<file path="src/rtl/flash_erase_pkg.sv">
package flash_erase_pkg;

  localparam int UNL_W = 11;

  localparam logic [7:0] CODE_UNLOCK_A = 8'hAA;
  localparam logic [7:0] CODE_UNLOCK_B = 8'h55;
  localparam logic [7:0] CODE_SETUP    = 8'h80;
  localparam logic [7:0] CODE_CHIP     = 8'h10;
  localparam logic [7:0] CODE_SECTOR   = 8'h30;
  localparam logic [7:0] CODE_SUSPEND  = 8'hB0;

  localparam logic [UNL_W-1:0] ADR_FIRST  = 11'h555;
  localparam logic [UNL_W-1:0] ADR_SECOND = 11'h2AA;

  typedef enum logic [2:0] {
    S_IDLE, S_UNL1, S_UNL2, S_SETUP, S_UNL3, S_UNL4, S_WINDOW
  } seqState_t;

  // bus events decoded by the datapath for the control
  typedef struct packed {
    logic       weFall;
    logic       weRise;
    logic       weLow;
    logic       atFirst;
    logic       atSecond;
    logic [7:0] code;
  } busEvt_t;

  // strobes from control to datapath
  typedef struct packed {
    logic clrAcc;
    logic addSect;
    logic fireSector;
    logic fireChip;
  } dpCtrl_t;

endpackage

</file>
<file path="src/rtl/flash_erase_dp.sv">
module flash_erase_dp
  import flash_erase_pkg::*;
#(
  parameter int ADDR_W   = 16,
  parameter int SECT_LSB = 11,
  parameter int N_SECT   = 19
) (
  input  logic              clk,
  input  logic              rstN,
  input  logic [ADDR_W-1:0] busAddr,
  input  logic [7:0]        busData,
  input  logic              busWeN,
  input  dpCtrl_t           ctrl,
  output busEvt_t           evt,
  output logic [N_SECT-1:0] eraseMask
);

  localparam int IDX_W = ADDR_W - SECT_LSB;
  localparam logic [IDX_W-1:0] LAST_IDX = IDX_W'(N_SECT - 1);

  logic              weNq;
  logic [ADDR_W-1:0] addrLatch;
  logic [IDX_W-1:0]  rawIdx;
  logic [IDX_W-1:0]  sectIdx;
  logic [N_SECT-1:0] sectHit;
  logic [N_SECT-1:0] accMask;

  // strobe edge detection and falling-edge address capture
  always_ff @(posedge clk) begin
    if (!rstN) begin
      weNq      <= 1'b1;
      addrLatch <= '0;
    end else begin
      weNq <= busWeN;
      if (weNq && !busWeN) addrLatch <= busAddr;
    end
  end

  always_comb begin
    evt.weFall   = weNq & ~busWeN;
    evt.weRise   = ~weNq & busWeN;
    evt.weLow    = ~busWeN;
    evt.atFirst  = (addrLatch[UNL_W-1:0] == ADR_FIRST);
    evt.atSecond = (addrLatch[UNL_W-1:0] == ADR_SECOND);
    evt.code     = busData;
  end

  // sector index with clamp to the last sector
  assign rawIdx  = addrLatch[ADDR_W-1:SECT_LSB];
  assign sectIdx = (rawIdx >= LAST_IDX) ? LAST_IDX : rawIdx;

  for (genvar i = 0; i < N_SECT; i++) begin : g_hit
    assign sectHit[i] = (sectIdx == IDX_W'(i));
  end

  // accumulation and output mask
  always_ff @(posedge clk) begin
    if (!rstN) begin
      accMask   <= '0;
      eraseMask <= '0;
    end else begin
      if (ctrl.addSect)     accMask <= (ctrl.clrAcc ? '0 : accMask) | sectHit;
      else if (ctrl.clrAcc) accMask <= '0;
      if (ctrl.fireChip)        eraseMask <= '1;
      else if (ctrl.fireSector) eraseMask <= accMask;
    end
  end

  a_r7_acc_keeps_bits: assert property (@(posedge clk) disable iff (!rstN)
    (ctrl.addSect && !ctrl.clrAcc) |=> ((accMask & $past(accMask)) == $past(accMask)));

  a_r2_chip_all_ones: assert property (@(posedge clk) disable iff (!rstN)
    ctrl.fireChip |=> (eraseMask == {N_SECT{1'b1}}));

  a_r6_one_hot_hit: assert property (@(posedge clk) disable iff (!rstN)
    $onehot0(sectHit) && (sectHit != '0));

endmodule

</file>
<file path="src/rtl/flash_erase_ctrl.sv">
module flash_erase_ctrl
  import flash_erase_pkg::*;
#(
  parameter int TIMEOUT = 10000
) (
  input  logic    clk,
  input  logic    rstN,
  input  busEvt_t evt,
  output dpCtrl_t ctrl,
  output logic    windowOpen,
  output logic    eraseStart
);

  localparam int CNT_W = (TIMEOUT > 2) ? $clog2(TIMEOUT) : 1;
  localparam logic [CNT_W-1:0] RELOAD = CNT_W'(TIMEOUT - 1);

  seqState_t        state, nxt;
  logic [CNT_W-1:0] cnt;

  always_comb begin
    nxt  = state;
    ctrl = '0;
    case (state)
      S_IDLE:
        if (evt.weRise && evt.atFirst && evt.code == CODE_UNLOCK_A) nxt = S_UNL1;
      S_UNL1:
        if (evt.weRise)
          nxt = (evt.atSecond && evt.code == CODE_UNLOCK_B) ? S_UNL2 : S_IDLE;
      S_UNL2:
        if (evt.weRise)
          nxt = (evt.atFirst && evt.code == CODE_SETUP) ? S_SETUP : S_IDLE;
      S_SETUP:
        if (evt.weRise)
          nxt = (evt.atFirst && evt.code == CODE_UNLOCK_A) ? S_UNL3 : S_IDLE;
      S_UNL3:
        if (evt.weRise)
          nxt = (evt.atSecond && evt.code == CODE_UNLOCK_B) ? S_UNL4 : S_IDLE;
      S_UNL4:
        if (evt.weRise) begin
          if (evt.code == CODE_SECTOR) begin
            nxt          = S_WINDOW;
            ctrl.addSect = 1'b1;
            ctrl.clrAcc  = 1'b1;
          end else begin
            nxt           = S_IDLE;
            ctrl.fireChip = evt.atFirst && (evt.code == CODE_CHIP);
          end
        end
      S_WINDOW:
        if (evt.weRise) begin
          if (evt.code == CODE_SECTOR) begin
            ctrl.addSect = 1'b1;
          end else if (evt.code != CODE_SUSPEND) begin
            nxt         = S_IDLE;
            ctrl.clrAcc = 1'b1;
          end
        end else if (!evt.weLow && cnt == '0) begin
          nxt             = S_IDLE;
          ctrl.fireSector = 1'b1;
          ctrl.clrAcc     = 1'b1;
        end
      default: nxt = S_IDLE;
    endcase
  end

  always_ff @(posedge clk) begin
    if (!rstN) begin
      state      <= S_IDLE;
      cnt        <= '0;
      eraseStart <= 1'b0;
    end else begin
      state      <= nxt;
      eraseStart <= ctrl.fireChip | ctrl.fireSector;
      if (nxt == S_WINDOW && (state != S_WINDOW || evt.weLow || evt.weRise))
        cnt <= RELOAD;
      else if (state == S_WINDOW && cnt != '0)
        cnt <= cnt - 1'b1;
    end
  end

  assign windowOpen = (state == S_WINDOW);

  a_r11_start_single: assert property (@(posedge clk) disable iff (!rstN)
    eraseStart |=> !eraseStart);

  a_r5_start_window_closed: assert property (@(posedge clk) disable iff (!rstN)
    eraseStart |-> !windowOpen);

  a_r10_abort_closes: assert property (@(posedge clk) disable iff (!rstN)
    (windowOpen && evt.weRise && evt.code != CODE_SECTOR && evt.code != CODE_SUSPEND)
      |=> (!windowOpen && !eraseStart));

  a_r8_fall_keeps_open: assert property (@(posedge clk) disable iff (!rstN)
    (windowOpen && evt.weFall) |=> windowOpen);

  a_r5_cnt_bound: assert property (@(posedge clk) disable iff (!rstN)
    windowOpen |-> (cnt <= RELOAD));

endmodule

</file>
<file path="src/rtl/flash_erase_seq.sv">
module flash_erase_seq
  import flash_erase_pkg::*;
#(
  parameter int ADDR_W   = 16,
  parameter int SECT_LSB = 11,
  parameter int N_SECT   = 19,
  parameter int TIMEOUT  = 10000
) (
  input  logic              clk,
  input  logic              rstN,
  input  logic [ADDR_W-1:0] busAddr,
  input  logic [7:0]        busData,
  input  logic              busWeN,
  output logic              windowOpen,
  output logic              eraseStart,
  output logic [N_SECT-1:0] eraseMask
);

  busEvt_t evt;
  dpCtrl_t ctrl;

  flash_erase_dp #(
    .ADDR_W  (ADDR_W),
    .SECT_LSB(SECT_LSB),
    .N_SECT  (N_SECT)
  ) i_dp (
    .clk      (clk),
    .rstN     (rstN),
    .busAddr  (busAddr),
    .busData  (busData),
    .busWeN   (busWeN),
    .ctrl     (ctrl),
    .evt      (evt),
    .eraseMask(eraseMask)
  );

  flash_erase_ctrl #(
    .TIMEOUT(TIMEOUT)
  ) i_ctrl (
    .clk       (clk),
    .rstN      (rstN),
    .evt       (evt),
    .ctrl      (ctrl),
    .windowOpen(windowOpen),
    .eraseStart(eraseStart)
  );

  a_r11_mask_hold: assert property (@(posedge clk) disable iff (!rstN)
    !eraseStart |-> $stable(eraseMask));

  a_r11_start_mask_nonzero: assert property (@(posedge clk) disable iff (!rstN)
    eraseStart |-> (eraseMask != '0));

endmodule

</file>
<file path="config.mk">
export PLATFORM = sky130hd
export DESIGN_NAME = flash_erase_seq
export DESIGN_NICKNAME = d
export VERILOG_FILES = /design/src/rtl/flash_erase_pkg.sv /design/src/rtl/flash_erase_dp.sv /design/src/rtl/flash_erase_ctrl.sv /design/src/rtl/flash_erase_seq.sv
export SDC_FILE = /design/constraint.sdc
export NUM_CORES = 1
export LEC_CHECK = 0
export ABC_AREA = 1
export BUFFER_PORTS_ARGS = -buffer_cell sky130_fd_sc_hd__clkbuf_2
export CAP_MARGIN = 20
export CELL_PAD_IN_SITES_DETAIL_PLACEMENT = 1
export CELL_PAD_IN_SITES_GLOBAL_PLACEMENT = 1
export CORE_MARGIN = 10
export CORE_UTILIZATION = 43
export DETAILED_ROUTE_END_ITERATION = 7
export HOLD_SLACK_MARGIN = 0.1
export PLACE_DENSITY_LB_ADDON = 0.1
export SLEW_MARGIN = 25
export SYNTH_ARGS = -nofsm -noshare
export SYNTH_HDL_FRONTEND = slang
export SYNTH_HIERARCHICAL = 1
export SYNTH_SLANG_ARGS = --single-unit
</file>
<file path="constraint.sdc">
create_clock -name clk -period 4.8 [get_ports clk]
set_input_delay 1.44 -clock clk [delete_from_list [all_inputs] [get_ports clk]]
set_output_delay 1.44 -clock clk [all_outputs]
set_load 0.05 [all_outputs]
</file>
# Word level (Yosys, flattened, before mapping)
# Index checks and enable logic that the tools add are counted.
[totals] input_bits=27 elab_cells=107 ff_bits=73
[classes] bitwise=6 magnitude_cmp=1 n_eq_ne=34 mux=37 n_reduce_logical=20 add_sub_neg=1
[op_table] cell="$mux 19" n=4
[op_table] cell="$eq 5x4->1 const B" n=8
[op_table] cell="$mux 3" n=13
[op_table] cell="$mux 14" n=2
[op_table] cell="$pmux 3 s7" n=1
[op_table] cell="$eq 5x3->1 const B" n=4
[op_table] cell="$or 19x19->19" n=1
[op_table] cell="$eq 8x8->1 const B" n=2
[op_table] cell="$eq 5x5->1 const B" n=3
[op_table] cell="$logic_not 14->1" n=1
[op_table] cell="$reduce_bool 14->1" n=1
[op_table] cell="$sub 14x1->14 const B" n=1
[op_table] cell="$eq 3x3->1 const B" n=4
[op_table] cell="$eq 11x10->1 const B" n=1
[op_table] cell="$eq 11x11->1 const B" n=1
[op_table] cell="$mux 1" n=11
[op_table] cell="$eq 5x2->1 const B" n=2
[op_table] cell="$logic_and 1x1->1" n=10
[op_table] cell="$eq 8x5->1 const B" n=1
[op_table] cell="$eq 8x6->1 const B" n=1
[op_table] cell="$eq 8x7->1 const B" n=1
[op_table] cell="$mux 2" n=4
[op_table] cell="$ne 8x8->1 const B" n=1
[op_table] cell="$eq 3x2->1 const B" n=2
[op_table] cell="other kinds (15)" n=19

# Depth between registers and ports, before layout
[depth] word_depth=9 ltp_mapped=12 ltp_nobuf=11

# Modules after synthesis
# Netlist, hierarchy kept.
[modules_own_cells] module="flash_erase_dp" area_per_inst_um2=2177.1 seq_area_each_um2=1101.1 n_inst=1 cells_each=275
[modules_own_cells] module="flash_erase_ctrl" area_per_inst_um2=1335.0 seq_area_each_um2=360.3 n_inst=1 cells_each=197

# Worst setup path after synthesis
# OpenSTA, ideal clock, no wires.
[synth_timing] kind="input -> register" from="in busData[1]" to="reg i_dp.accMask[11]" slack_ns=1.888 path_stages=9 arrival_ns=2.784 cell_sequence="buf_4 -> nor2_1 -> nand2_1 -> nand3b_1 -> o21ai_0 -> clkinv_1 -> clkbuf_1 -> a21oi_1 -> nor2_1"
[synth_lines] element="start, declared" line="flash_erase_seq.sv:12" rtl="input logic [7:0] busData,"
[synth_lines] element="end signal, assigned" line="flash_erase_dp.sv:62" rtl="if (ctrl.addSect) accMask <= (ctrl.clrAcc ? '0 : accMask) | sectHit;"
[synth_lines] element="end, declared" line="flash_erase_dp.sv:26" rtl="logic [N_SECT-1:0] accMask;"

==> metrics.md <==
| Metric | Value |
|---|---|
| Run status | `complete, no violations` |
| Total negative slack | `0 ns` |
| Post-Route Utilization | `0.503` |
| Data required time at the worst endpoint | `5.00 ns` |
| Diodes inserted | `0` |
| Detail Placement HPWL | `6.61 mm` |
| Top post-synthesis cells by area | `sky130_fd_sc_hd__dfxtp_1 42%, sky130_fd_sc_hd__a21oi_1 10%, sky130_fd_sc_hd__nand2_1 9.3%` |
| Source-to-sink clock delay at the later pin of the worst-skew pair | `0.34 ns` |
| Count of nets after finishing | `537` |
| Clock tree sinks | `73` |
| Highest Clock Rate | `between 300 and 400 MHz` |
| Via-per-instance ratio | `5.12` |
| Final estimated routing congestion in global placement | `0.827` |
| Number of nets in the synthesized netlist | `~500` |
| Filler cell count | `between 1k and 1.5k` |
| GRT Overall Usage | `0.154` |
| Core Footprint | `7850 sq um` |
| Fraction of layout instances using a drive strength above 1 | `0.216` |
| CP Class | `input pin to flop` |
| Starting utilization of the core area | `0.448` |
| Number of buffers added on ports | `47` |
| Series of cell instances along the critical path | `clkbuf_2, inv_1, nor2_1, nand3b_1, o21ai_0, clkinv_1, a21oi_1, nor2_1` |
| Largest net degree at the start of global routing | `39` |
| Min Tclk post-route | `about 3.2 ns` |
| Critical path capture point type | `flop` |
| Via count | `around 3.2k` |
| CTS tree | `built` |
| Power Total | `0.00119 W` |
| Leakage power figure | `1.55 nW` |
| Slew headroom | `0.578` |
| Global-route wire length before repair | `roughly 15 mm` |
| Unrepaired setup endpoints after global routing | `false` |
| Number of H-tree levels | `3` |
| Flop and latch count out of synthesis | `73` |
| Maximum fanout encountered on the critical timing path | `19` |
| Layout-stage area growth over the synthesis result | `12.4%` |
| Cts bufs inserted | `9` |
| Height of the chip | `110 um` |
| Critical hold path startpoint | `i_dp/eraseMask[1]` |
| PD cells | `roughly 300 nW/um^2` |
| Worst stage delay on the critical path | `0.50 ns` |
| Standard-cell rows | `32` |
| Die area | `12200 sq um` |
| Number of violations reported at the end of detailed-routing iteration 0 | `137` |
| Max clock buf depth | `2` |
| Uppermost routed layer | `met4` |
| Crit path launch | `busWeN` |
| Proportion of power drawn by combinational gates | `0.058` |
| Met2 wire length | `about 4.1 mm` |
| Critical Path Slowest Stage Cell | `sky130_fd_sc_hd__nor2_1` |
| Die width | `approximately 110 um` |
| Pins over their slew limit | `0` |
| Hold-fix buffer count after cts | `0` |
| Internal power contribution | `0.000905 W` |
| Worst r2r src | `i_dp/weNq` |
| Total count of hold-check failures in the final report | `0` |
| Period utilization | `0.675` |
| Clock transition at the registers of the reported paths | `~0.070 ns` |
| Root Buffer Master | `sky130_fd_sc_hd__clkbuf_8` |
| Final wirelength | `8.74 mm` |
| Initial antenna violation count | `0` |
| Wirelength per Cell | `between 10 and 15 um` |
| Routed met3 length | `approximately 370 um` |
| Sequential share of power | `0.528` |
| DRC Markers | `0` |
| Post-synthesis sequential area ratio | `0.416` |
| Synth warn | `6` |
| Critical path data arrival time | `3.44 ns` |
| Most frequent cell on the critical path | `sky130_fd_sc_hd__nor2_1` |
| Synthesized area | `roughly 3500 sq um` |
| Gr ovfl total | `0` |
| DRT met1 WL | `4.18 mm` |
| I/O Pins | `48` |
| Startpoint kind of the worst setup timing path | `input pin` |
| Count of mapped cells out of synthesis | `472` |
| Initial DRT Pass Iterations | `4` |
| Clk network pwr share | `0.415` |
| Net load switching power | `~0.00028 W` |
| Cell type contributing the most total cell area after synthesis | `sky130_fd_sc_hd__dfxtp_1` |
| Unique masters post-synth | `39` |
| Maxcap violations | `0` |
| Commonest cells after routing, fill and taps aside | `87 x sky130_fd_sc_hd__nand2_1, 73 x sky130_fd_sc_hd__dfxtp_1, 70 x sky130_fd_sc_hd__a21oi_1` |
| Switching share of power | `0.237` |
| Residual antenna-violating net count after detailed routing | `0` |
| Setup-violating endpoint count in the final report | `0` |
| Actual transition at the worst max-transition pin | `0.630 ns` |
| Top cell type's share of synthesized area | `0.416` |
| Avg Cell Area, Syn | `about 7.4 sq um` |
| Worst hold path type | `flop to flop` |
| Commonest non-fill, non-tap cell in the layout | `sky130_fd_sc_hd__nand2_1` |
| Vias in the first global route | `3349` |
| Fin Clk Skew | `0.0116 ns` |
| Max VDD drop | `0.179 mV` |
| Post-cts gate resize count | `0` |
| Setup bufs post-CTS | `0` |
synth_stat cells (all sizes together):
library cell / instances
nand2: 98
a21oi: 76
dfxtp: 73
nor2: 57
inv: 42
nand3: 26
o21ai: 26
buf: 20
nand4: 11
nor3: 10
a31oi: 6
xor2: 6
nor4: 5
clkbuf: 4
clkinv: 3
nand3b: 3
ha: 2
o211ai: 2
o21a: 1
or3b: 1
layer usage:
layer / vias up / GRT usage
met3: 13 / 0.0389
met4: 0 / 0.0459
met5: - / 0
li1: 1631 / -
met1: 1451 / 0.199
met2: 55 / 0.248
layout make-up:
class | instances | area [sq um] | area share
repair buffers | 49 | 250 | 0.0634
clock buffers | 11 | 151 | 0.0383
multi-input cells | 330 | 1730 | 0.439
inverters | 45 | 171 | 0.0434
clock inverters | 5 | 53.8 | 0.0136
well taps | 102 | 128 | 0.0323
flip-flops and latches | 73 | 1460 | 0.370
final timing paths:
| path | endpoint | slack (ns) | depth (start not counted) |
|---|---|---|---|
| worst max-delay path | i_dp/accMask[15] | 1.56 | 8 |
| worst min-delay path | i_dp/eraseMask[1] | 0.47 | 2 |
| worst max register to register | i_dp/accMask[15] | 2.51 | 6 |
| worst min register to register | i_dp/eraseMask[1] | 0.47 | 2 |
sequential cells by signal, summed over array words and instances, names as in the netlist:
register / flops
i_dp/weNq: 1
i_ctrl/cnt: 14
i_dp/eraseMask: 19
i_ctrl/eraseStart: 1
i_dp/addrLatch: 16
i_dp/accMask: 19
i_ctrl/state: 3
power by group through the flow:
stage	logic, W	clock network (W)	registers [W]
finish	0.0000686	0.000492	0.000626
global route	0.0000799	0.000530	0.000628
CTS	0.0000695	0.000508	0.000626
detailed placement	0.0000690	0	0.000640
global placement	0.0000673	0	0.000639
floorplan	0.0000538	0	0.000637
cell families (layout without fill, tap and decap cells):
kind of cell,Yosys count,count (layout),synth area share
XOR/XNOR,6,6,0.0150
buffers and inverters,69,110,0.0905
adder cells (fa/ha/maj),2,2,0.00712
flip-flops,73,73,0.416
AND/OR/NAND/NOR,211,211,0.296
AO/OA/AOI/OAI,111,111,0.176
worst max-delay path, delay by kind of cell:
family / cells / cell delay [ns]
AND/OR/NAND/NOR: 3 / 0.81
buffers and inverters: 3 / 0.64
AO/OA/AOI/OAI: 2 / 0.53
per-stage QoR:
stage / instance area (sq um) / worst slack, ns / hold WS (ns) / std cells
floorplan: 3510 / 1.89 / 0.445 / 472
global placement: 3740 / 1.35 / 0.454 / 599
detailed placement: 3740 / 1.20 / 0.458 / 599
CTS: 3950 / 1.54 / 0.470 / 615
global route: 3950 / 1.27 / 0.493 / 615
finish: 3950 / 1.56 / 0.467 / 615
No activity file was read; power rests on OpenSTA's default activity.
